<file path="config.mk">
export PLATFORM = sky130hd
export DESIGN_NAME = mwadd_unit
export DESIGN_NICKNAME = d
export VERILOG_FILES = /design/src/rtl/mwadd_pkg.sv /design/src/rtl/mwadd_sum3.sv /design/src/rtl/mwadd_ovf.sv /design/src/rtl/mwadd_unit.sv
export SDC_FILE = /design/constraint.sdc
export NUM_CORES = 1
export LEC_CHECK = 0
export BUFFER_PORTS_ARGS = -buffer_cell sky130_fd_sc_hd__buf_2
export CORE_MARGIN = 1
export CORE_UTILIZATION = 30
export CTS_CLUSTER_DIAMETER = 50
export CTS_CLUSTER_SIZE = 24
export DETAILED_ROUTE_END_ITERATION = 12
export GPL_TIMING_DRIVEN = 0
export HOLD_SLACK_MARGIN = 0.08
export PLACE_DENSITY = 0.52
export SLEW_MARGIN = 20
export SYNTH_ARGS = -nofsm -noshare
export SYNTH_HDL_FRONTEND = slang
export SYNTH_HIERARCHICAL = 1
export SYNTH_SLANG_ARGS = --single-unit
</file>
<file path="constraint.sdc">
create_clock -name clk -period 1.3 [get_ports clk]
set_input_delay 0 -clock clk [delete_from_list [all_inputs] [get_ports clk]]
set_output_delay 0 -clock clk [all_outputs]
set_load 0.05 [all_outputs]
</file>
<file path="src/rtl/mwadd_pkg.sv">
package mwadd_pkg;
  typedef enum logic [1:0] {
    OP_ADD3   = 2'b00,
    OP_CGEN   = 2'b01,
    OP_DADD2  = 2'b10,
    OP_DADD3  = 2'b11
  } mwadd_op_e;

  localparam int unsigned CARRY_W = 2;
endpackage

</file>
<file path="src/rtl/mwadd_sum3.sv">
module mwadd_sum3 import mwadd_pkg::*; #(
  parameter int unsigned W = 64
) (
  input  logic [W-1:0]       a,
  input  logic [W-1:0]       b,
  input  logic [W-1:0]       c,
  input  logic               use_c,
  output logic [W-1:0]       sum,
  output logic [CARRY_W-1:0] carry
);
  localparam int unsigned XW = W + CARRY_W;

  logic [W-1:0]  c_g;
  logic [XW-1:0] wide;

  always_comb begin
    c_g  = use_c ? c : '0;
    wide = {{CARRY_W{1'b0}}, a} + {{CARRY_W{1'b0}}, b} + {{CARRY_W{1'b0}}, c_g};
    sum   = wide[W-1:0];
    carry = wide[XW-1:W];
  end
endmodule

</file>
<file path="src/rtl/mwadd_ovf.sv">
module mwadd_ovf #(
  parameter int unsigned W = 64
) (
  input  logic [W-1:0] s,
  input  logic [W-1:0] a,
  input  logic [W-1:0] b,
  output logic         ovf
);
  logic [W-1:0] mix;

  always_comb begin
    mix = (s ^ a) & (s ^ b);
    ovf = mix[W-1];
  end
endmodule

</file>
<file path="src/rtl/mwadd_unit.sv">
module mwadd_unit import mwadd_pkg::*; #(
  parameter int unsigned W = 64
) (
  input  logic         clk,
  input  logic         rst_n,
  input  logic         in_valid,
  input  logic [1:0]   in_op,
  input  logic [W-1:0] in_a,
  input  logic [W-1:0] in_b,
  input  logic [W-1:0] in_c,
  output logic [W-1:0] res_lo,
  output logic [W-1:0] res_hi,
  output logic         we_lo,
  output logic         we_hi,
  output logic         sovf
);
  localparam int unsigned PADW = W - CARRY_W;

  mwadd_op_e          op;
  logic               use_c;
  logic [W-1:0]       sum;
  logic [CARRY_W-1:0] carry;
  logic               ovf_raw;

  logic [W-1:0]       lo_d, hi_d;
  logic               welo_d, wehi_d, ovf_d;
  logic [W-1:0]       lo_q, hi_q;
  logic               welo_q, wehi_q, ovf_q;
  logic               data_en;

  assign op    = mwadd_op_e'(in_op);
  assign use_c = (op != OP_DADD2);

  mwadd_sum3 #(.W(W)) sum_i (
    .a(in_a), .b(in_b), .c(in_c), .use_c(use_c),
    .sum(sum), .carry(carry)
  );

  mwadd_ovf #(.W(W)) ovf_i (
    .s(sum), .a(in_a), .b(in_b), .ovf(ovf_raw)
  );

  // next-state
  always_comb begin
    data_en = in_valid;
    welo_d  = in_valid;
    wehi_d  = in_valid && in_op[1];
    ovf_d   = ovf_q;
    lo_d    = lo_q;
    hi_d    = hi_q;
    if (in_valid) begin
      unique case (op)
        OP_ADD3: begin
          lo_d  = sum;
          hi_d  = '0;
          ovf_d = ovf_raw;
        end
        OP_CGEN: begin
          lo_d  = {{PADW{1'b0}}, carry};
          hi_d  = '0;
          ovf_d = 1'b0;
        end
        default: begin
          lo_d  = sum;
          hi_d  = {{PADW{1'b0}}, carry};
          ovf_d = ovf_raw;
        end
      endcase
    end
  end

  // enables, cleared every cycle
  always_ff @(posedge clk or negedge rst_n) begin
    if (!rst_n) begin
      welo_q <= 1'b0;
      wehi_q <= 1'b0;
    end else begin
      welo_q <= welo_d;
      wehi_q <= wehi_d;
    end
  end

  // data, clock-enabled
  always_ff @(posedge clk or negedge rst_n) begin
    if (!rst_n) begin
      lo_q  <= '0;
      hi_q  <= '0;
      ovf_q <= 1'b0;
    end else if (data_en) begin
      lo_q  <= lo_d;
      hi_q  <= hi_d;
      ovf_q <= ovf_d;
    end
  end

  assign res_lo = lo_q;
  assign res_hi = hi_q;
  assign we_lo  = welo_q;
  assign we_hi  = wehi_q;
  assign sovf   = ovf_q;
endmodule

</file>
Word level (Yosys, flattened, before mapping). Cells that the tools add are included.

Register bits: 131. Input port bits: 197. Output and inout bits: 131. Logic and storage cells: 19.

Add/sub/neg operators: 2. Equality and inequality tests: 2. Mux-type cells: 4. Bitwise logic cells: 3. Reduce and logical (&&, ||, !) cells: 3.

Operators by type and width (count): $mux W64 (2); $xor A64 B64 Y64 (2); $add A66 B64 Y66 (1); $add A64 B64 Y65 (1); $and A64 B64 Y64 (1); $eq A2 B1 Y1 const B (1); $logic_not A2 Y1 (1); $mux W2 (1); $ne A2 B2 Y1 const B (1); $reduce_or A2 Y1 (1); $logic_and A1 B1 Y1 (1); $mux W1 (1).

Logic depth before layout (Yosys ltp). Gate-level depths: netlist of run 1.

Depth in word-level cells: 6. Mapped depth: 20. Gate-level depth less buffers: 19.

By module. Netlist of run 1, hierarchy kept.

Modules (own cells, without submodules): mwadd_sum3 (instances 1, cells each 724, area an instance 5642.9 sq um, seq. area each 0.0 sq um); mwadd_unit (instances 1, cells each 360, area an instance 3674.8 sq um, seq. area each 1726.7 sq um); mwadd_ovf (instances 1, cells each 3, area an instance 22.5 sq um, seq. area each 0.0 sq um).

Least setup slack after synthesis of run 1. OpenSTA, ideal clock, no wires.

Path kind: input-to-reg. From: in in_op[1]. To: reg ovf_q, in the netlist sovf. Library setup time: 129 ps. Arrival time: 3710 ps. Data required time: 1171 ps. Path slack: -2539 ps. Cell stages on the path: 20. Buffers on the path: 1. Cell sequence: or2b_1 > clkbuf_1 > nand2_1 > fa_1 > inv_1 > ha_1 > fa_1 > a21oi_1 > o22ai_2 > or3_1 > a211oi_2 > o21ai_2 > and4_1 > o21bai_1 > nand2b_1 > a211oi_2 > nand3b_1 > o21ai_2 > nand2_1 > o22ai_1.

Word-level cells in the longest chain between the ends: 6. Elaborated cells between the ends (all ways): 8. Those cells by class: add/sub: 1; eq/ne: 2; mux: 2; bitwise: 3.

RTL lines: from (decl) (line mwadd_unit.sv:7) `input logic [1:0] in_op,`; $ne A2 B2 Y1 * (line mwadd_unit.sv:32) `assign use_c = (op != OP_DADD2);`; $mux W64 * (line mwadd_sum3.sv:17) `c_g = use_c ? c : '0;`; $add A66 B64 Y66 * (line mwadd_sum3.sv:18) `wide = {{CARRY_W{1'b0}}, a} + {{CARRY_W{1'b0}}, b} + {{CARRY_W{1'b0}}, c_g};`; named net sum[63] (line mwadd_unit.sv:21) `logic [W-1:0] sum;`; $xor A64 B64 Y64 (line mwadd_ovf.sv:12) `mix = (s ^ a) & (s ^ b);`; $and A64 B64 Y64 * (line mwadd_ovf.sv:12); named net ovf_raw (line mwadd_unit.sv:23) `logic ovf_raw;`; $mux W1 * (line mwadd_unit.sv:52) `unique case (op)`; to (signal assigned) (line mwadd_unit.sv:92) `ovf_q <= ovf_d;`; to (decl) (line mwadd_unit.sv:28) `logic welo_q, wehi_q, ovf_q;`.

Mark *: on every way through the listed nets, which the timed path passes. The rest lies on a longest branch. A chain may end at the register's enable or synchronous reset.

Worst setup path in the final report of run 1.
From: in in_op[0]. To: reg lo_q[1], in the netlist res_lo[1].

Word-level cells in the longest chain between the ends: 4. Elaborated cells between the ends (all ways): 5. Those cells by class: add/sub: 1; eq/ne: 2; mux: 2.

RTL lines: $ne A2 B2 Y1 (line mwadd_unit.sv:32); named net use_c (line mwadd_unit.sv:20) `logic use_c;`; $mux W64 (line mwadd_sum3.sv:17); $add A66 B64 Y66 (line mwadd_sum3.sv:18); named net carry[1] (line mwadd_unit.sv:22) `logic [CARRY_W-1:0] carry;`; $mux W64 (line mwadd_unit.sv:52); to (signal assigned) (line mwadd_unit.sv:90) `lo_q <= lo_d;`; to (decl) (line mwadd_unit.sv:27) `logic [W-1:0] lo_q, hi_q;`.

The timed path passes the listed nets, and every way through them passes these cells.

==> results of run 1 <==
==> worst max-delay path, stage by stage <==
cell,delay [ps]
buf_8,100
or2b_4,330
clkbuf_16,190
and2_1,140
fa_1,490
ha_2,320
a21o_1,210
a31o_1,220
a21oi_2,180
a21oi_4,110
a21oi_4,220
o41ai_4,140
a221o_1,430
o41ai_4,450
o22ai_2,170
nand4b_1,120
o211ai_1,90
==> state kept, by name (all words and copies together) (netlist names) <==
| register | count |
|---|---|
| res_lo | 64 |
| we_hi | 1 |
| sovf | 1 |
| we_lo | 1 |
| res_hi | 2 |
==> logic make-up after synthesis <==
logic type / Yosys count
and+or+nand+nor: 332
AOI/OAI and AO/OA: 288
buffers and inverters: 210
adders and majority gates: 128
DFF: 69
xor gates and xnor gates: 58
other: 1
muxes: 1
==> layout by cell type (no fill, tap or decap), types with 11 or more instances in the layout <==
cell | netlist | routed
a21o_1 | 33 | 33
a21oi_1 | 70 | 37
a21oi_2 | 2 | 24
a21oi_4 | 2 | 13
and2_1 | 67 | 57
buf_2 | 24 | 278
buf_4 | 62 | 113
buf_6 | 2 | 27
clkbuf_16 | 0 | 14
conb_1 | 1 | 62
dfrtp_1 | 69 | 69
fa_1 | 65 | 60
ha_1 | 63 | 31
ha_2 | 0 | 13
ha_4 | 0 | 19
inv_1 | 90 | 88
nand2_1 | 130 | 117
nand3_1 | 14 | 12
nand4_1 | 22 | 22
nor2_1 | 50 | 37
o21ai_0 | 32 | 11
o21ai_1 | 9 | 15
o21ai_2 | 3 | 13
o21bai_1 | 23 | 20
o22ai_2 | 51 | 54
xnor2_1 | 36 | 26
xor2_1 | 22 | 19
==> repair_timing <==
action,in CTS,in global routing
gates resized for setup,171,147
hold endpoints to repair,76,0
gates cloned,3,0
endpoints found under the setup margin,67,67
hold buffers,6,0
pin swaps,61,87
setup buffers,39,34
==> report_power, final <==
part | switching [mW] | internal, mW | total [mW]
combinational | 8.98 | 5.55 | 14.5
clock | 1.07 | 1.69 | 2.76
sequential | 0.392 | 2.85 | 3.24
total | 10.4 | 10.1 | 20.5
==> through the flow <==
step	instances	TNS (ps)	hold WS, ps	instance area, µm²	util
6_report	1888	-112060	167	13800	0.452
3_5_place_dp	1810	-171300	16.8	11600	0.378
5_1_grt	1888	-119220	195	13800	0.452
3_3_place_gp	1809	-192650	133	11500	0.377
4_1_cts	1865	-111950	106	13000	0.425
2_1_floorplan	1148	-102670	-296	9710	-
==> how the worst min path moves through the flow <==
stage | startpoint | endpoint | slack, ps | cells after the start
finish | rst_n | res_lo[7] | 170 | 2
global route | in_c[0] | res_lo[0] | 190 | 6
CTS | in_op[1] | res_lo[56] | 110 | 4
detailed placement | rst_n | res_lo[13] | 20 | 1
global placement | in_valid | we_lo | 130 | 1
floorplan | rst_n | res_hi[0] | -300 | 0
==> layer usage <==
metal | up-vias | GRT usage | share of wire
met5 | - | 0 | 0
met4 | 0 | 0.0625 | 0.023
met3 | 42 | 0.0275 | 0.053
met2 | 270 | 0.327 | 0.48
met1 | 4247 | 0.247 | 0.45
li1 | 4419 | - | -
==> cell type report <==
class	count	area, µm²
fillers	3074	16800
multi-input cells	870	7940
repair buffers	343	2070
flip-flops and latches	69	1730
plain buffers	104	931
well taps	396	495
inverters	90	338
clock buffers	9	225
clock inverters	7	98.8
==> cells in the mapped netlist, drive strengths merged (4+ instances only) <==
| cell | instances | area share |
|---|---|---|
| a211oi | 4 | 0.0043 |
| a21o | 33 | 0.027 |
| a21oi | 74 | 0.043 |
| a221oi | 5 | 0.0047 |
| a31oi | 7 | 0.0047 |
| and2 | 67 | 0.045 |
| and3 | 8 | 0.0054 |
| and4 | 4 | 0.0038 |
| buf | 94 | 0.076 |
| clkbuf | 26 | 0.010 |
| dfrtp | 69 | 0.18 |
| fa | 65 | 0.14 |
| ha | 63 | 0.084 |
| inv | 90 | 0.036 |
| nand2 | 130 | 0.052 |
| nand2b | 8 | 0.0054 |
| nand3 | 14 | 0.0075 |
| nand4 | 22 | 0.015 |
| nor2 | 50 | 0.020 |
| nor2b | 4 | 0.0035 |
| nor3 | 13 | 0.0082 |
| o211ai | 5 | 0.0040 |
| o21ai | 44 | 0.025 |
| o21bai | 23 | 0.018 |
| o22ai | 65 | 0.078 |
| xnor2 | 36 | 0.034 |
| xor2 | 22 | 0.021 |
==> impl_metrics.toml, run 1 <==
[synth]
ys_async_sr_fraction = 1.00
synth_mux_area_frac = 0.00107
synth-simple-area-share = 0.175
syn_area_um2 = 9340
postSynthCellCount = 1087
ys_ff_latch = 69
synth_seq_area_share = 0.185
synth_edf_count = 0
syn_avg_cell_area_um2 = 8.59
synth_top_family_by_area = "compound AO/OA/AOI/OAI gates"
synth_compound_area_frac = 0.238
yosys_warnings = 6
synth_fa_ha_area_frac = 0.224
synth_cell_types = 67
synth-main-ff-cell = "dfrtp_1"
synth_xor_area_frac = 0.0544

[layout]
antenna_cells = 0
area_delta_synth_final_pct = 48.0
layout-drive-gt1-share = 0.475
nets = 1812

[cts]
clk_latency_ps = 340
cts_tree = "yes"
cts_max_level = 3
cts_buffer_depth = 2
clkTransAtPathRegs_ps = 70
cts_buffers = 9
cts.sinks = 69
root_buffer = "clkbuf_16"

[setup_path]
worstPathArrival_ps = 3940
worstPathRequired_ps = 1520
cp-start-kind = "primary input"
crit_type = "in2reg"
crit_path_start = "in_op[0]"
critPathMaxFanout = 9
r2r-start = "res_lo[30]"
worstReg2RegEnd = "res_lo[30]"
r2r_setup_slack_ps = 610
crit_end = "res_lo[1]"
endpoint_kind = "flip-flop"
r2r_cells = 2

[placed_design]
gp_congestion = 0.880
port_buffers = 265
dpl.hpwl_um = 24400
pre_cts_slack_ps = -3560

[detailed_routing]
dr.pass1.iters = 5
vias = 8978
wl_um = 31000
ant_nets = 0
wl_per_cell_um = 16.4
drc_errors = 0
via_per_inst = 4.76
drt_iter0_drc = 337

[timing]
hold_viol = 0
worst_slew_pin_slew_ps = 545
fmax_mhz = 269
setup_viol = 67
finClkSkew_ps = 0
setup_ws_ps = -2420
period_needed_ps = 3720
slew_viol_final = 0
rsz0062_at_grt = "true"
max_slew_margin = 0.633
fin_crit_sh = 2.86

[global_route]
grt_usage = 0.192
grt_pass1_vias = 8816
grt-ovfl-total = 0
grt_max_degree = 39
grt_pass1_wl_um = 46800
antenna_found_initial = 0

[outcome]
violations = "negative setup slack"
status = "finished, violations left"

[power]
p_total_mw = 20.5
power.density_nw_per_um2 = 1490
peakVddDrop_mv = 0.514
power_leakage_nw = 6.61

[floorplanning]
die_height_um = 178
num_rows = 64
core_area_um2 = 30600
ios = 328
dieArea_um2 = 31800
start_util = 0.305
fp.dieW_um = 178

[min_path]
hold_class = "in2async"

[run]
max_cap_violations = 0
Note: power is estimated with default switching activity, not from simulation.
==> run 2, diff against run 1 <==
Settings changed: SKIP_CTS_REPAIR_TIMING set to 1.
==> impl_metrics.toml, run 2 (synthesis gave the netlist of run 1 again) <==
[cts]
root_buffer = "clkbuf_16"
clkTransAtPathRegs_ps = 60
cts_tree = "yes"
cts_max_level = 3
cts_buffer_depth = 2
cts.sinks = 69
cts_buffers = 9
clk_latency_ps = 340

[setup_path]
cp-start-kind = "primary input"
endpoint_kind = "flip-flop"
r2r_setup_slack_ps = 600
worstPathRequired_ps = 1560
crit_type = "in2reg"
worstPathArrival_ps = 3940
critPathMaxFanout = 7

[outcome]
status = "finished, violations left"
violations = "negative hold slack, negative setup slack"

[floorplanning]
die_height_um = 178
dieArea_um2 = 31800
start_util = 0.305
fp.dieW_um = 178
ios = 328
core_area_um2 = 30600
num_rows = 64

[detailed_routing]
drc_errors = 0
wl_met2_um = 14600
wl_per_cell_um = 16.2
wl_met1_um = 13800
drt_iter0_drc = 393
ant_nets = 0
dr.pass1.iters = 6
via_per_inst = 4.72
wl_um = 30600
wl_met3_um = 1570
vias = 8883
routed.top_layer = "met4"

[placed_design]
pre_cts_slack_ps = -3560
dpl.hpwl_um = 24400
gp_congestion = 0.880
port_buffers = 265

[global_route]
grt_pass1_wl_um = 44000
grt-ovfl-total = 0
antenna_found_initial = 0
grt_usage = 0.180
grt_pass1_vias = 8325
grt_max_degree = 39

[layout]
antenna_cells = 0
nets = 1805
layout-drive-gt1-share = 0.446
nFillCells = 3115
layout_common_cells = "278 x buf_2, 122 x buf_4, 120 x nand2_1, 90 x inv_1, 69 x dfrtp_1"
final_common_cell = "buf_2"
finalCoreUtilization = 0.437
area_delta_synth_final_pct = 43.2
largest_register_ffs = 64

[timing]
period_needed_ps = 3680
fin_crit_sh = 2.83
max_slew_margin = 0.644
worst_slew_pin_slew_ps = 534
rsz0062_at_grt = "true"
slew_viol_final = 0
whs_ps = -13.2
setup_ws_ps = -2380
setup_viol = 67
fmax_mhz = 272
hold_viol = 1
finClkSkew_ps = 0

[run]
max_cap_violations = 0

[power]
power.density_nw_per_um2 = 1480
peakVddDrop_mv = 0.503
power_leakage_nw = 6.47

[min_path]
hold_class = "in2reg"
==> run 2: power by group <==
group          switching [mW]  internal [mW]
clock network            1.06           1.69
logic                    8.70           5.12
registers               0.388           2.85
total                    10.1           9.66
==> run 2: path summary, 6_finish.rpt <==
path / from / cells past startpoint / to
max: in_op[0] / 20 / sovf
min: in_a[63] / 4 / sovf
max reg2reg: res_lo[30] / 2 / res_lo[30]
min reg2reg: res_lo[1] / 2 / res_lo[1]
max in group asynchronous: rst_n / 3 / res_lo[40]
min in group asynchronous: rst_n / 2 / res_lo[7]
==> run 2: worst max-delay path: stages <==
cell,delay [ps]
buf_8,100
or2b_4,340
buf_8,170
and2_1,140
fa_1,460
ha_1,290
clkbuf_4,170
nand4_1,120
inv_1,90
o21ai_2,70
or4b_4,500
o21ai_4,200
and4_4,290
o21bai_4,100
and3b_2,230
a211oi_4,260
nand2b_1,100
o21ai_2,130
nand2_1,60
o22ai_1,110
==> run 2: area by class of cell <==
| class | count | area [µm²] | area share |
|---|---|---|---|
| multi-input combinational | 870 | 7640 | 0.571 |
| timing repair buffer | 330 | 1930 | 0.144 |
| sequential | 69 | 1730 | 0.129 |
| buffer | 110 | 917 | 0.0686 |
| tap | 396 | 495 | 0.0371 |
| inverter | 90 | 338 | 0.0253 |
| clock buffer | 9 | 225 | 0.0168 |
| clock inverter | 7 | 98.8 | 0.00739 |
==> run 2: metal layers <==
| metal | vias to the layer above | global-route usage |
|---|---|---|
| met1 | 4186 | 0.236 |
| li1 | 4402 | - |
| met2 | 264 | 0.307 |
| met5 | - | 0 |
| met4 | 0 | 0.0501 |
| met3 | 31 | 0.0232 |
==> run 2: through the flow <==
| stage | power [mW] | hold slack [ps] | TNS (ps) | instance area (µm²) | cells |
|---|---|---|---|---|---|
| after global placement | 15.1 | 133 | -192650 | 11500 | 1809 |
| after detailed placement | 15.2 | 16.8 | -171300 | 11600 | 1810 |
| after global routing | 21.2 | -3.33 | -119300 | 13400 | 1881 |
| after floorplan | 12.2 | -296 | -102670 | 9710 | 1148 |
| final | 19.8 | -13.2 | -112570 | 13400 | 1881 |
| after CTS | 18.1 | -369 | -147250 | 11900 | 1826 |
